**config.mk**
```make
export PLATFORM = sky130hd
export DESIGN_NAME = pwrbus_txn_seq
export DESIGN_NICKNAME = d
export VERILOG_FILES = /design/src/rtl/pwrbus_pkg.sv /design/src/rtl/pwrbus_opc_map.sv /design/src/rtl/pwrbus_cmd_pack.sv /design/src/rtl/pwrbus_status_dec.sv /design/src/rtl/pwrbus_poll_timer.sv /design/src/rtl/pwrbus_txn_seq.sv
export SDC_FILE = /design/constraint.sdc
export NUM_CORES = 1
export LEC_CHECK = 0
export CAP_MARGIN = 20
export CORE_ASPECT_RATIO = 0.9
export CORE_MARGIN = 5
export CORE_UTILIZATION = 47
export CTS_CLUSTER_DIAMETER = 100
export CTS_CLUSTER_SIZE = 24
export DETAILED_ROUTE_END_ITERATION = 6
export PLACE_DENSITY = 0.9
export SKIP_CTS_REPAIR_TIMING = 1
export SYNTH_ARGS = -nofsm -noshare
export SYNTH_HDL_FRONTEND = slang
export SYNTH_SLANG_ARGS = --single-unit
```
**constraint.sdc**
```tcl
create_clock -name clk -period 2.65 [get_ports clk]
set_input_delay 0.53 -clock clk [delete_from_list [all_inputs] [get_ports clk]]
set_output_delay 0.53 -clock clk [all_outputs]
set_load 0.01 [all_outputs]
```
**src/rtl/pwrbus_pkg.sv**
```systemverilog
package pwrbus_pkg;

  typedef enum logic [1:0] {
    KIND_READ  = 2'd0,
    KIND_WRITE = 2'd1,
    KIND_CTRL  = 2'd2
  } kind_e;

  typedef enum logic [2:0] {
    RC_OK      = 3'd0,
    RC_REJECT  = 3'd1,
    RC_DENIED  = 3'd2,
    RC_FAILED  = 3'd3,
    RC_DROPPED = 3'd4,
    RC_TIMEOUT = 3'd5
  } rcode_e;

  localparam logic [2:0] CH_CMD    = 3'd0;
  localparam logic [2:0] CH_STATUS = 3'd1;
  localparam logic [2:0] CH_WD0    = 3'd2;
  localparam logic [2:0] CH_WD1    = 3'd3;
  localparam logic [2:0] CH_RD0    = 3'd4;
  localparam logic [2:0] CH_RD1    = 3'd5;

  typedef enum logic [3:0] {
    S_IDLE, S_CHECK, S_WD0, S_WD1, S_CMD, S_POLL, S_PEVAL, S_WAIT,
    S_RD0, S_RD0C, S_RD1, S_RD1C, S_RESP
  } st_e;

endpackage

```
**src/rtl/pwrbus_opc_map.sv**
```systemverilog
module pwrbus_opc_map
  import pwrbus_pkg::*;
(
  input  logic [1:0] kind,
  input  logic [7:0] code,
  output logic       ok,
  output logic [4:0] opc
);
  logic [7:0] ctrl_code;
  assign ctrl_code = code | 8'h40;

  always_comb begin
    ok  = 1'b0;
    opc = 5'd0;
    case (kind)
      KIND_READ: begin
        if (code inside {[8'h60:8'h7F]})      begin ok = 1'b1; opc = 5'd15; end
        else if (code inside {[8'h20:8'h2F]}) begin ok = 1'b1; opc = 5'd13; end
        else if (code inside {[8'h38:8'h3F]}) begin ok = 1'b1; opc = 5'd1;  end
      end
      KIND_WRITE: begin
        if (code inside {[8'h40:8'h5F]})      begin ok = 1'b1; opc = 5'd14; end
        else if (code inside {[8'h00:8'h0F]}) begin ok = 1'b1; opc = 5'd2;  end
        else if (code inside {[8'h30:8'h37]}) begin ok = 1'b1; opc = 5'd0;  end
        else if (code[7])                     begin ok = 1'b1; opc = 5'd16; end
      end
      KIND_CTRL: begin
        if (code inside {[8'h10:8'h13]}) begin ok = 1'b1; opc = ctrl_code[4:0]; end
      end
      default: ok = 1'b0;
    endcase
  end
endmodule

```
**src/rtl/pwrbus_cmd_pack.sv**
```systemverilog
module pwrbus_cmd_pack #(
  parameter int SID_W  = 4,
  parameter int ADDR_W = 16
) (
  input  logic [4:0]        opc,
  input  logic [SID_W-1:0]  sid,
  input  logic [ADDR_W-1:0] addr,
  input  logic [2:0]        cnt_m1,
  input  logic              ctrl,
  input  logic [63:0]       wdata,
  output logic [31:0]       cmd_word,
  output logic [31:0]       word0,
  output logic [31:0]       word1,
  output logic [63:0]       keep
);
  localparam int OPC_LSB  = 27;
  localparam int SID_LSB  = 20;
  localparam int ADDR_LSB = 4;
  localparam int NBYTES   = 8;

  for (genvar g = 0; g < NBYTES; g++) begin : g_keep
    assign keep[8*g +: 8] = (3'(g) <= cnt_m1) ? 8'hFF : 8'h00;
  end

  always_comb begin
    cmd_word = '0;
    cmd_word[OPC_LSB +: 5]     = opc;
    cmd_word[SID_LSB +: SID_W] = sid;
    if (!ctrl) begin
      cmd_word[ADDR_LSB +: ADDR_W] = addr;
      cmd_word[2:0]                = cnt_m1;
    end
  end

  assign word0 = wdata[31:0]  & keep[31:0];
  assign word1 = wdata[63:32] & keep[63:32];
endmodule

```
**src/rtl/pwrbus_status_dec.sv**
```systemverilog
module pwrbus_status_dec
  import pwrbus_pkg::*;
(
  input  logic [3:0] status,
  output logic       done,
  output logic       fault,
  output rcode_e     code
);
  assign done  = status[0];
  assign fault = status[0] & (|status[3:1]);

  always_comb begin
    if (status[2])      code = RC_DENIED;
    else if (status[1]) code = RC_FAILED;
    else if (status[3]) code = RC_DROPPED;
    else                code = RC_OK;
  end
endmodule

```
**src/rtl/pwrbus_poll_timer.sv**
```systemverilog
module pwrbus_poll_timer #(
  parameter int DIV_W     = 16,
  parameter int MAX_POLLS = 100
) (
  input  logic             clk,
  input  logic             rst,
  input  logic             clear,
  input  logic             arm,
  input  logic             tick_en,
  input  logic [DIV_W-1:0] div,
  output logic             wait_over,
  output logic             last_poll
);
  localparam int PW = $clog2(MAX_POLLS + 1);

  logic [PW-1:0]    polls;
  logic [DIV_W-1:0] cnt;

  always_ff @(posedge clk) begin
    if (rst) begin
      polls <= '0;
      cnt   <= '0;
    end else begin
      if (clear)    polls <= '0;
      else if (arm) polls <= polls + 1'b1;
      if (arm)                       cnt <= (div == '0) ? DIV_W'(1) : div;
      else if (tick_en && cnt > 1)   cnt <= cnt - 1'b1;
    end
  end

  assign wait_over = (cnt <= DIV_W'(1));
  assign last_poll = (polls == PW'(MAX_POLLS - 1));
endmodule

```
**src/rtl/pwrbus_txn_seq.sv**
```systemverilog
module pwrbus_txn_seq
  import pwrbus_pkg::*;
#(
  parameter int SID_W     = 4,
  parameter int ADDR_W    = 16,
  parameter int DIV_W     = 16,
  parameter int MAX_POLLS = 100
) (
  input  logic              clk,
  input  logic              rst,
  input  logic              req_valid,
  input  logic [1:0]        req_kind,
  input  logic [7:0]        req_code,
  input  logic [SID_W-1:0]  req_sid,
  input  logic [ADDR_W-1:0] req_addr,
  input  logic [3:0]        req_cnt_m1,
  input  logic [63:0]       req_wdata,
  input  logic [DIV_W-1:0]  cfg_us_div,
  output logic              busy,
  output logic              rsp_valid,
  output logic [2:0]        rsp_code,
  output logic [63:0]       rsp_rdata,
  output logic              ch_wr,
  output logic              ch_rd,
  output logic [2:0]        ch_sel,
  output logic [31:0]       ch_wdata,
  input  logic [31:0]       ch_rdata
);
  st_e               st;
  logic [1:0]        kind_q;
  logic [7:0]        code_q;
  logic [SID_W-1:0]  sid_q;
  logic [ADDR_W-1:0] addr_q;
  logic [3:0]        cnt_q;
  logic [63:0]       wdata_q;
  logic [63:0]       rbuf;
  rcode_e            rcode_q;

  logic        map_ok;
  logic [4:0]  map_opc;
  logic [31:0] cmd_word, word0, word1;
  logic [63:0] keep;
  logic        st_done, st_fault;
  rcode_e      st_code;
  logic        wait_over, last_poll;

  logic is_ctrl, is_wr, is_rd, cnt_bad;
  assign is_ctrl = (kind_q == KIND_CTRL);
  assign is_wr   = (kind_q == KIND_WRITE);
  assign is_rd   = (kind_q == KIND_READ);
  assign cnt_bad = !is_ctrl && cnt_q[3];

  pwrbus_opc_map u_map (
    .kind (kind_q), .code (code_q), .ok (map_ok), .opc (map_opc)
  );

  pwrbus_cmd_pack #(.SID_W(SID_W), .ADDR_W(ADDR_W)) u_pack (
    .opc (map_opc), .sid (sid_q), .addr (addr_q), .cnt_m1 (cnt_q[2:0]),
    .ctrl (is_ctrl), .wdata (wdata_q), .cmd_word (cmd_word),
    .word0 (word0), .word1 (word1), .keep (keep)
  );

  pwrbus_status_dec u_dec (
    .status (ch_rdata[3:0]), .done (st_done), .fault (st_fault), .code (st_code)
  );

  pwrbus_poll_timer #(.DIV_W(DIV_W), .MAX_POLLS(MAX_POLLS)) u_timer (
    .clk (clk), .rst (rst),
    .clear   (st == S_CMD),
    .arm     (st == S_PEVAL && !st_done && !last_poll),
    .tick_en (st == S_WAIT),
    .div (cfg_us_div), .wait_over (wait_over), .last_poll (last_poll)
  );

  always_ff @(posedge clk) begin
    if (rst) begin
      st      <= S_IDLE;
      kind_q  <= '0;
      code_q  <= '0;
      sid_q   <= '0;
      addr_q  <= '0;
      cnt_q   <= '0;
      wdata_q <= '0;
      rbuf    <= '0;
      rcode_q <= RC_OK;
    end else begin
      case (st)
        S_IDLE: if (req_valid) begin
          kind_q  <= req_kind;
          code_q  <= req_code;
          sid_q   <= req_sid;
          addr_q  <= req_addr;
          cnt_q   <= req_cnt_m1;
          wdata_q <= req_wdata;
          st      <= S_CHECK;
        end
        S_CHECK: begin
          rbuf <= '0;
          if (!map_ok || cnt_bad) begin
            rcode_q <= RC_REJECT;
            st      <= S_RESP;
          end else begin
            st <= is_wr ? S_WD0 : S_CMD;
          end
        end
        S_WD0:  st <= cnt_q[2] ? S_WD1 : S_CMD;
        S_WD1:  st <= S_CMD;
        S_CMD:  st <= S_POLL;
        S_POLL: st <= S_PEVAL;
        S_PEVAL: begin
          if (st_done) begin
            rcode_q <= st_code;
            st      <= (!st_fault && is_rd) ? S_RD0 : S_RESP;
          end else if (last_poll) begin
            rcode_q <= RC_TIMEOUT;
            st      <= S_RESP;
          end else begin
            st <= S_WAIT;
          end
        end
        S_WAIT: if (wait_over) st <= S_POLL;
        S_RD0:  st <= S_RD0C;
        S_RD0C: begin
          rbuf[31:0] <= ch_rdata & keep[31:0];
          st         <= cnt_q[2] ? S_RD1 : S_RESP;
        end
        S_RD1:  st <= S_RD1C;
        S_RD1C: begin
          rbuf[63:32] <= ch_rdata & keep[63:32];
          st          <= S_RESP;
        end
        S_RESP:  st <= S_IDLE;
        default: st <= S_IDLE;
      endcase
    end
  end

  assign busy      = (st != S_IDLE);
  assign rsp_valid = (st == S_RESP);
  assign rsp_code  = rcode_q;
  assign rsp_rdata = rbuf;
  assign ch_wr     = (st == S_WD0) || (st == S_WD1) || (st == S_CMD);
  assign ch_rd     = (st == S_POLL) || (st == S_RD0) || (st == S_RD1);

  always_comb begin
    ch_sel   = CH_CMD;
    ch_wdata = '0;
    case (st)
      S_WD0:  begin ch_sel = CH_WD0; ch_wdata = word0; end
      S_WD1:  begin ch_sel = CH_WD1; ch_wdata = word1; end
      S_CMD:  begin ch_sel = CH_CMD; ch_wdata = cmd_word; end
      S_POLL: ch_sel = CH_STATUS;
      S_RD0:  ch_sel = CH_RD0;
      S_RD1:  ch_sel = CH_RD1;
      default: ch_sel = CH_CMD;
    endcase
  end
endmodule

```
[Word level (Yosys, flattened, before mapping)]
Index checks and enable logic that the tools add are counted.
Cells by class
  add/subtract/negate cells: 2
  $mul: 0
  magnitude comparators: 24
  bitwise gates (word level): 5
  eq/ne operators: 19
  div/mod/pow operators: 0
  mux-type cells: 52
  reduce and logical (&&, ||, !) cells: 35
  shift operators: 0
Operators by type and width (number)
  32-bit bitwise AND: 4
  32-bit case mux with 2 select lines: 2
  32-bit case mux with 3 select lines: 1
  16-bit two-way mux: 4
  8-bit two-way mux: 8
  4-bit case mux with 12 select lines: 1
  5-bit two-way mux: 7
  3-bit two-way mux: 11
  8-bit by 6-bit greater-or-equal comparator with 1-bit output, second input constant: 3
  8-bit by 6-bit <= comparator with 1-bit output, second input constant: 3
  4-bit equality test, second input constant: 5
  4-bit two-way mux: 5
  4-bit by 3-bit equality test with 1-bit output, second input constant: 4
  8-bit by 7-bit greater-or-equal comparator with 1-bit output, second input constant: 2
  16-bit by 1-bit > comparator with 1-bit output, second input constant: 1
  16-bit by 1-bit <= comparator with 1-bit output, second input constant: 1
  8-bit by 7-bit <= comparator with 1-bit output, second input constant: 2
  16-bit logical NOT: 1
  16-bit by 1-bit subtractor with 16-bit output, second input constant: 1
  3-bit case mux with 5 select lines: 1
  5-bit case mux with 3 select lines: 1
  3-bit <= comparator, first input constant: 4
  1-bit logical AND: 12
  1-bit two-way mux: 9
  other kinds (27): 44
Word-level totals
  bits in read-only memories: 0
  latch bits: 0
  output and inout bits: 106
  bits in writable memories: 0
  logic and storage cells: 149
  memories kept: 0
  flip-flop bits (word level): 192

[Depth between registers and ports, before layout]
  depth after elaboration: 10
  depth in mapped cells: 8
  mapped depth without buffers: 7

[Hierarchy]
From an unflattened synthesis, not the netlist that was laid out.
Unflattened totals
  cell total of the unflattened synthesis: 1166
  area total of the unflattened synthesis: 9375.2 µm²
Modules (own cells, without submodules)
  pwrbus_txn_seq: cells each 795, seq. area each 3383.2 µm², instances 1, area an instance 6651.4 µm²
  pwrbus_poll_timer: cells each 168, seq. area each 460.4 µm², instances 1, area an instance 1391.3 µm²
  pwrbus_cmd_pack: cells each 170, seq. area each 0.0 µm², instances 1, area an instance 1123.6 µm²
  pwrbus_opc_map: cells each 28, seq. area each 0.0 µm², instances 1, area an instance 172.7 µm²
  pwrbus_status_dec: cells each 5, seq. area each 0.0 µm², instances 1, area an instance 36.3 µm²

[Least setup slack after synthesis]
Ideal clock, no wire load.
  path kind: reg-to-output
  from: register st[3]
  to: output port ch_wdata[14]
  stages on the path, launching flop included: 9
  path slack: 0.241 ns
  arrival: 1.879 ns
  buffers on the path: 3
  path through: dfxtp_1 > clkbuf_1 > nand2b_1 > nor3_1 > and2_1 > buf_2 > buf_2 > a222oi_1 > inv_1
On the way
  cells in the longest elaborated chain, start to end: 2
Ends and longest elaborated chain
  start: declaration: line pwrbus_txn_seq.sv:29  | st_e st;
  start signal: assignment: line pwrbus_txn_seq.sv:103  | st <= is_wr ? S_WD0 : S_CMD;
  start signal: assignment: line pwrbus_txn_seq.sv:106  | S_WD0: st <= cnt_q[2] ? S_WD1 : S_CMD;
  start signal: assignment: line pwrbus_txn_seq.sv:113  | st <= (!st_fault && is_rd) ? S_RD0 : S_RESP;
  4-bit by 3-bit equality test with 1-bit output or 4-bit by 2-bit equality test with 1-bit output (tied branches): line pwrbus_txn_seq.sv:148  | case (st)
  32-bit case mux with 3 select lines (*): line pwrbus_txn_seq.sv:148
  end: declaration: line pwrbus_txn_seq.sv:26  | output logic [31:0] ch_wdata,
Every way passes the cells marked *; elsewhere a longest branch is shown, timed or not.

[Worst setup path after layout]
  from: register st[3]
  to: output port ch_sel[1]
On the way
  cells in the longest elaborated chain, start to end: 2
Ends and longest elaborated chain
  4-bit equality test, or another cell as far along: line pwrbus_txn_seq.sv:148
  3-bit case mux with 5 select lines (*): line pwrbus_txn_seq.sv:148
  end: declaration: line pwrbus_txn_seq.sv:25  | output logic [2:0] ch_sel,
Marked as above.

==> impl_results.md <==
- Status: finished with violations
- Failing checks: design-rule violations
- Drt wl/cell: 18.2 microns
- CP Capture Point: ch_sel[1]
- Syn avg cell area: 8.09 sq um
- Reg-to-Reg End: u_timer.cnt[5]
- Rel. slew slack: 0.610
- Initial core utilization: 0.477
- Routed Antenna Nets: 0
- Synthesized flop and latch total: 192
- R2R Path Start: u_timer.cnt[10]
- Count of cell types in the netlist: 62
- CORE AREA: 16,800 sq um
- Fmax: 391 MHz
- CTS tree: done
- Post-synth ARST share: 0
- Register area share after synthesis: 0.480
- Cells after synthesis: 989
- Share of cells above drive strength 1: 0.0980
- Number of synthesized flops with an enable pin: 0
- Net Sw Frac: 0.344
- Global route overflow: 0
- Gpl congestion: 0.886
- Die width: 148 microns
- Register share of total power: 0.408
- First-pass GRT wire length: 41.7 mm
- Die Height: 134 microns
- Int Power: 5.71 mW
- CP Data Arrival Time: 2030 ps
- Largest net degree at the start of global routing: 99
- Dominant cell type by area after synthesis: dfxtp_1
- Final instance area: 11,800 sq um
- CP Launch Type: flop
- CP most frequent cell: buf_4
- Initial DRC Count: 907
- Final period utilization: 0.966
- Clock share of power: 0.305
- Hold WS: 456 ps
- Most used flip-flop cell after synthesis: dfxtp_1
- Synthesized Nets: 1,141
- Vias in the first global route: 8,063
- Slew @ Worst Pin: 583 ps
- Leak: 5.04 nW
- Synth top area share: 0.480
- Power Density: 737 nW/um^2
- CP required: 2120 ps
- Highest-count cells in the layout ignoring fill and taps: clkdlybuf4s50_1, nand2_1, dfxtp_1
- Post-DP HPWL: 18.2 mm
- Clock tree sinks: 192
- Most common cell after layout, fill and taps aside: clkdlybuf4s50_1
- Via density per instance: 5.76
- CP Capture Type: output pin
- Die ar.: 19,700 sq um
- Dpl cell area: 10,900 sq um
- Worst setup path start: st[3]
- # H-tree levels: 4
- Maximum buffer depth of the clock tree: 2
- Cell area after synthesis: 8010 sq um
- Final Hold Viols: 0
- Area Growth Syn to Fin: 47.4%
- CTS clock-pin slew for the worst setup and hold paths: 70 ps
- P_sw: 2.99 mW
- Peak supply drop: 0.000582 V
- IO Pins: 255
- Synth warn: 0
- Antenna diodes: 0
- Total global-route track usage: 0.257
- 1st-pass router iterations: 7
- Reg2Reg Setup Slack: 410 ps
- Main area contributors after synthesis: dfxtp_1, nand2_1, a21oi_1, a22oi_1, nor2_1
- Crit-path cells: buf_6 > nor2_2 > buf_4 > buf_4 > and2_1 > clkdlybuf4s50_1
- Hold Path Class: flop to flop
- Worst Path Max Fanout: 8
- Fin nets: 1,394
- Final setup skew: 12.4 ps
- Worst reg2reg path depth: 5
- Port-buffer cells: 254
- Final Setup Violations: 0
- Post-Route WL: 26.7 mm
- Row count: 45
- Combinational Power Share: 0.287
- Clk_lat worst skew: 440 ps
- Pins Over Slew Limit: 0
- CP max stage cell: clkdlybuf4s50_1
- Max-Cap Viols: 0
- Crit-path max cell delay: 560 ps
- Crit path time final: 2560 ps
- CTS Root Buffer Type: clkbuf_16
- Via count: 8,448
- Number of antenna violations at the first check in global routing: 0
- Drt drc: 4
- Inserted Clock Buffers: 17
- Crit Path Category: flop to output pin
[power groups by stage]
stage | clock, mW | combinational (mW) | sequential (mW)
after floorplan | 0 | 1.42 | 3.50
after global placement | 0 | 2.28 | 3.55
after detailed placement | 0 | 2.33 | 3.57
after CTS | 2.68 | 2.35 | 3.51
after global routing | 2.80 | 2.72 | 3.59
final | 2.66 | 2.50 | 3.55
[flip-flops by register name, summed over array words and instances, names as in the netlist]
signal / cells
addr_q: 16
cnt_q: 4
code_q: 8
kind_q: 2
rsp_code: 3
rsp_rdata: 64
sid_q: 4
st: 4
u_timer.cnt: 16
u_timer.polls: 7
wdata_q: 64
[synth_stat cells, drive strengths merged (3+ instances only)]
| cell | number |
|---|---|
| nand2 | 214 |
| dfxtp | 192 |
| nor2 | 112 |
| a21oi | 108 |
| a22oi | 68 |
| clkbuf | 66 |
| inv | 30 |
| a222oi | 23 |
| nor3 | 14 |
| a211oi | 13 |
| xnor2 | 12 |
| nand3 | 11 |
| nor4 | 10 |
| nand2b | 8 |
| xor2 | 8 |
| buf | 7 |
| o21ai | 7 |
| a22o | 6 |
| or3 | 6 |
| and2 | 5 |
| or2 | 5 |
| a221o | 4 |
| a31oi | 4 |
| nand4 | 4 |
| nor2b | 4 |
| and3 | 3 |
| ha | 3 |
| nor4b | 3 |
| o211ai | 3 |
| o21a | 3 |
| o22ai | 3 |
| or4 | 3 |
[worst max-delay path: cells and delay by family (launching register included)]
family	cells	cell delay, ps
buffers and inverters	4	950
and+or+nand+nor	2	330
DFF	1	320
[per-stage QoR]
step | worst slack (ps) | setup TNS [ps] | instances | power (mW) | utilization
after global placement | 64.5 | 0 | 1421 | 5.83 | 0.649
after detailed placement | 55.8 | 0 | 1421 | 5.90 | 0.649
after floorplan | 241 | 0 | 989 | 4.92 | -
after CTS | -437 | -8070 | 1453 | 8.54 | 0.686
after global routing | -7.59 | -7.59 | 1466 | 9.11 | 0.703
final | 90.3 | 0 | 1466 | 8.70 | 0.703
[layer usage]
metal  track usage  share of wire  vias up
li1              -              -     3967
met1         0.323           0.40     4018
met2         0.434           0.49      395
met3        0.0645          0.082       68
met4        0.0854          0.034        0
met5             0              0        -
[kinds of logic (layout without fill, tap and decap cells)]
group,Yosys count,after routing,share of synthesized area
compound gates,256,256,0.217
flops,192,192,0.480
simple gates,413,413,0.224
mux,2,2,0.00250
fa+ha+maj,3,3,0.00469
buf+inv,103,369,0.0492
xor+xnor,20,20,0.0219
[cell type report]
type,count,area [sq um]
timing repair buffer,307,3080
multi-input combinational,694,3870
sequential,192,3850
clock inverter,14,184
inverter,30,113
tap,211,264
fill,1257,4980
clock buffer,18,439
[worst min path at each step]
stage	start	to	cells past startpoint
after global placement	wdata_q[39]	wdata_q[39]	2
after CTS	wdata_q[39]	wdata_q[39]	2
final	wdata_q[60]	wdata_q[60]	2
after floorplan	code_q[2]	code_q[2]	2
after global routing	wdata_q[16]	wdata_q[16]	2
after detailed placement	wdata_q[39]	wdata_q[39]	2
(Power assumes the default switching activity.)
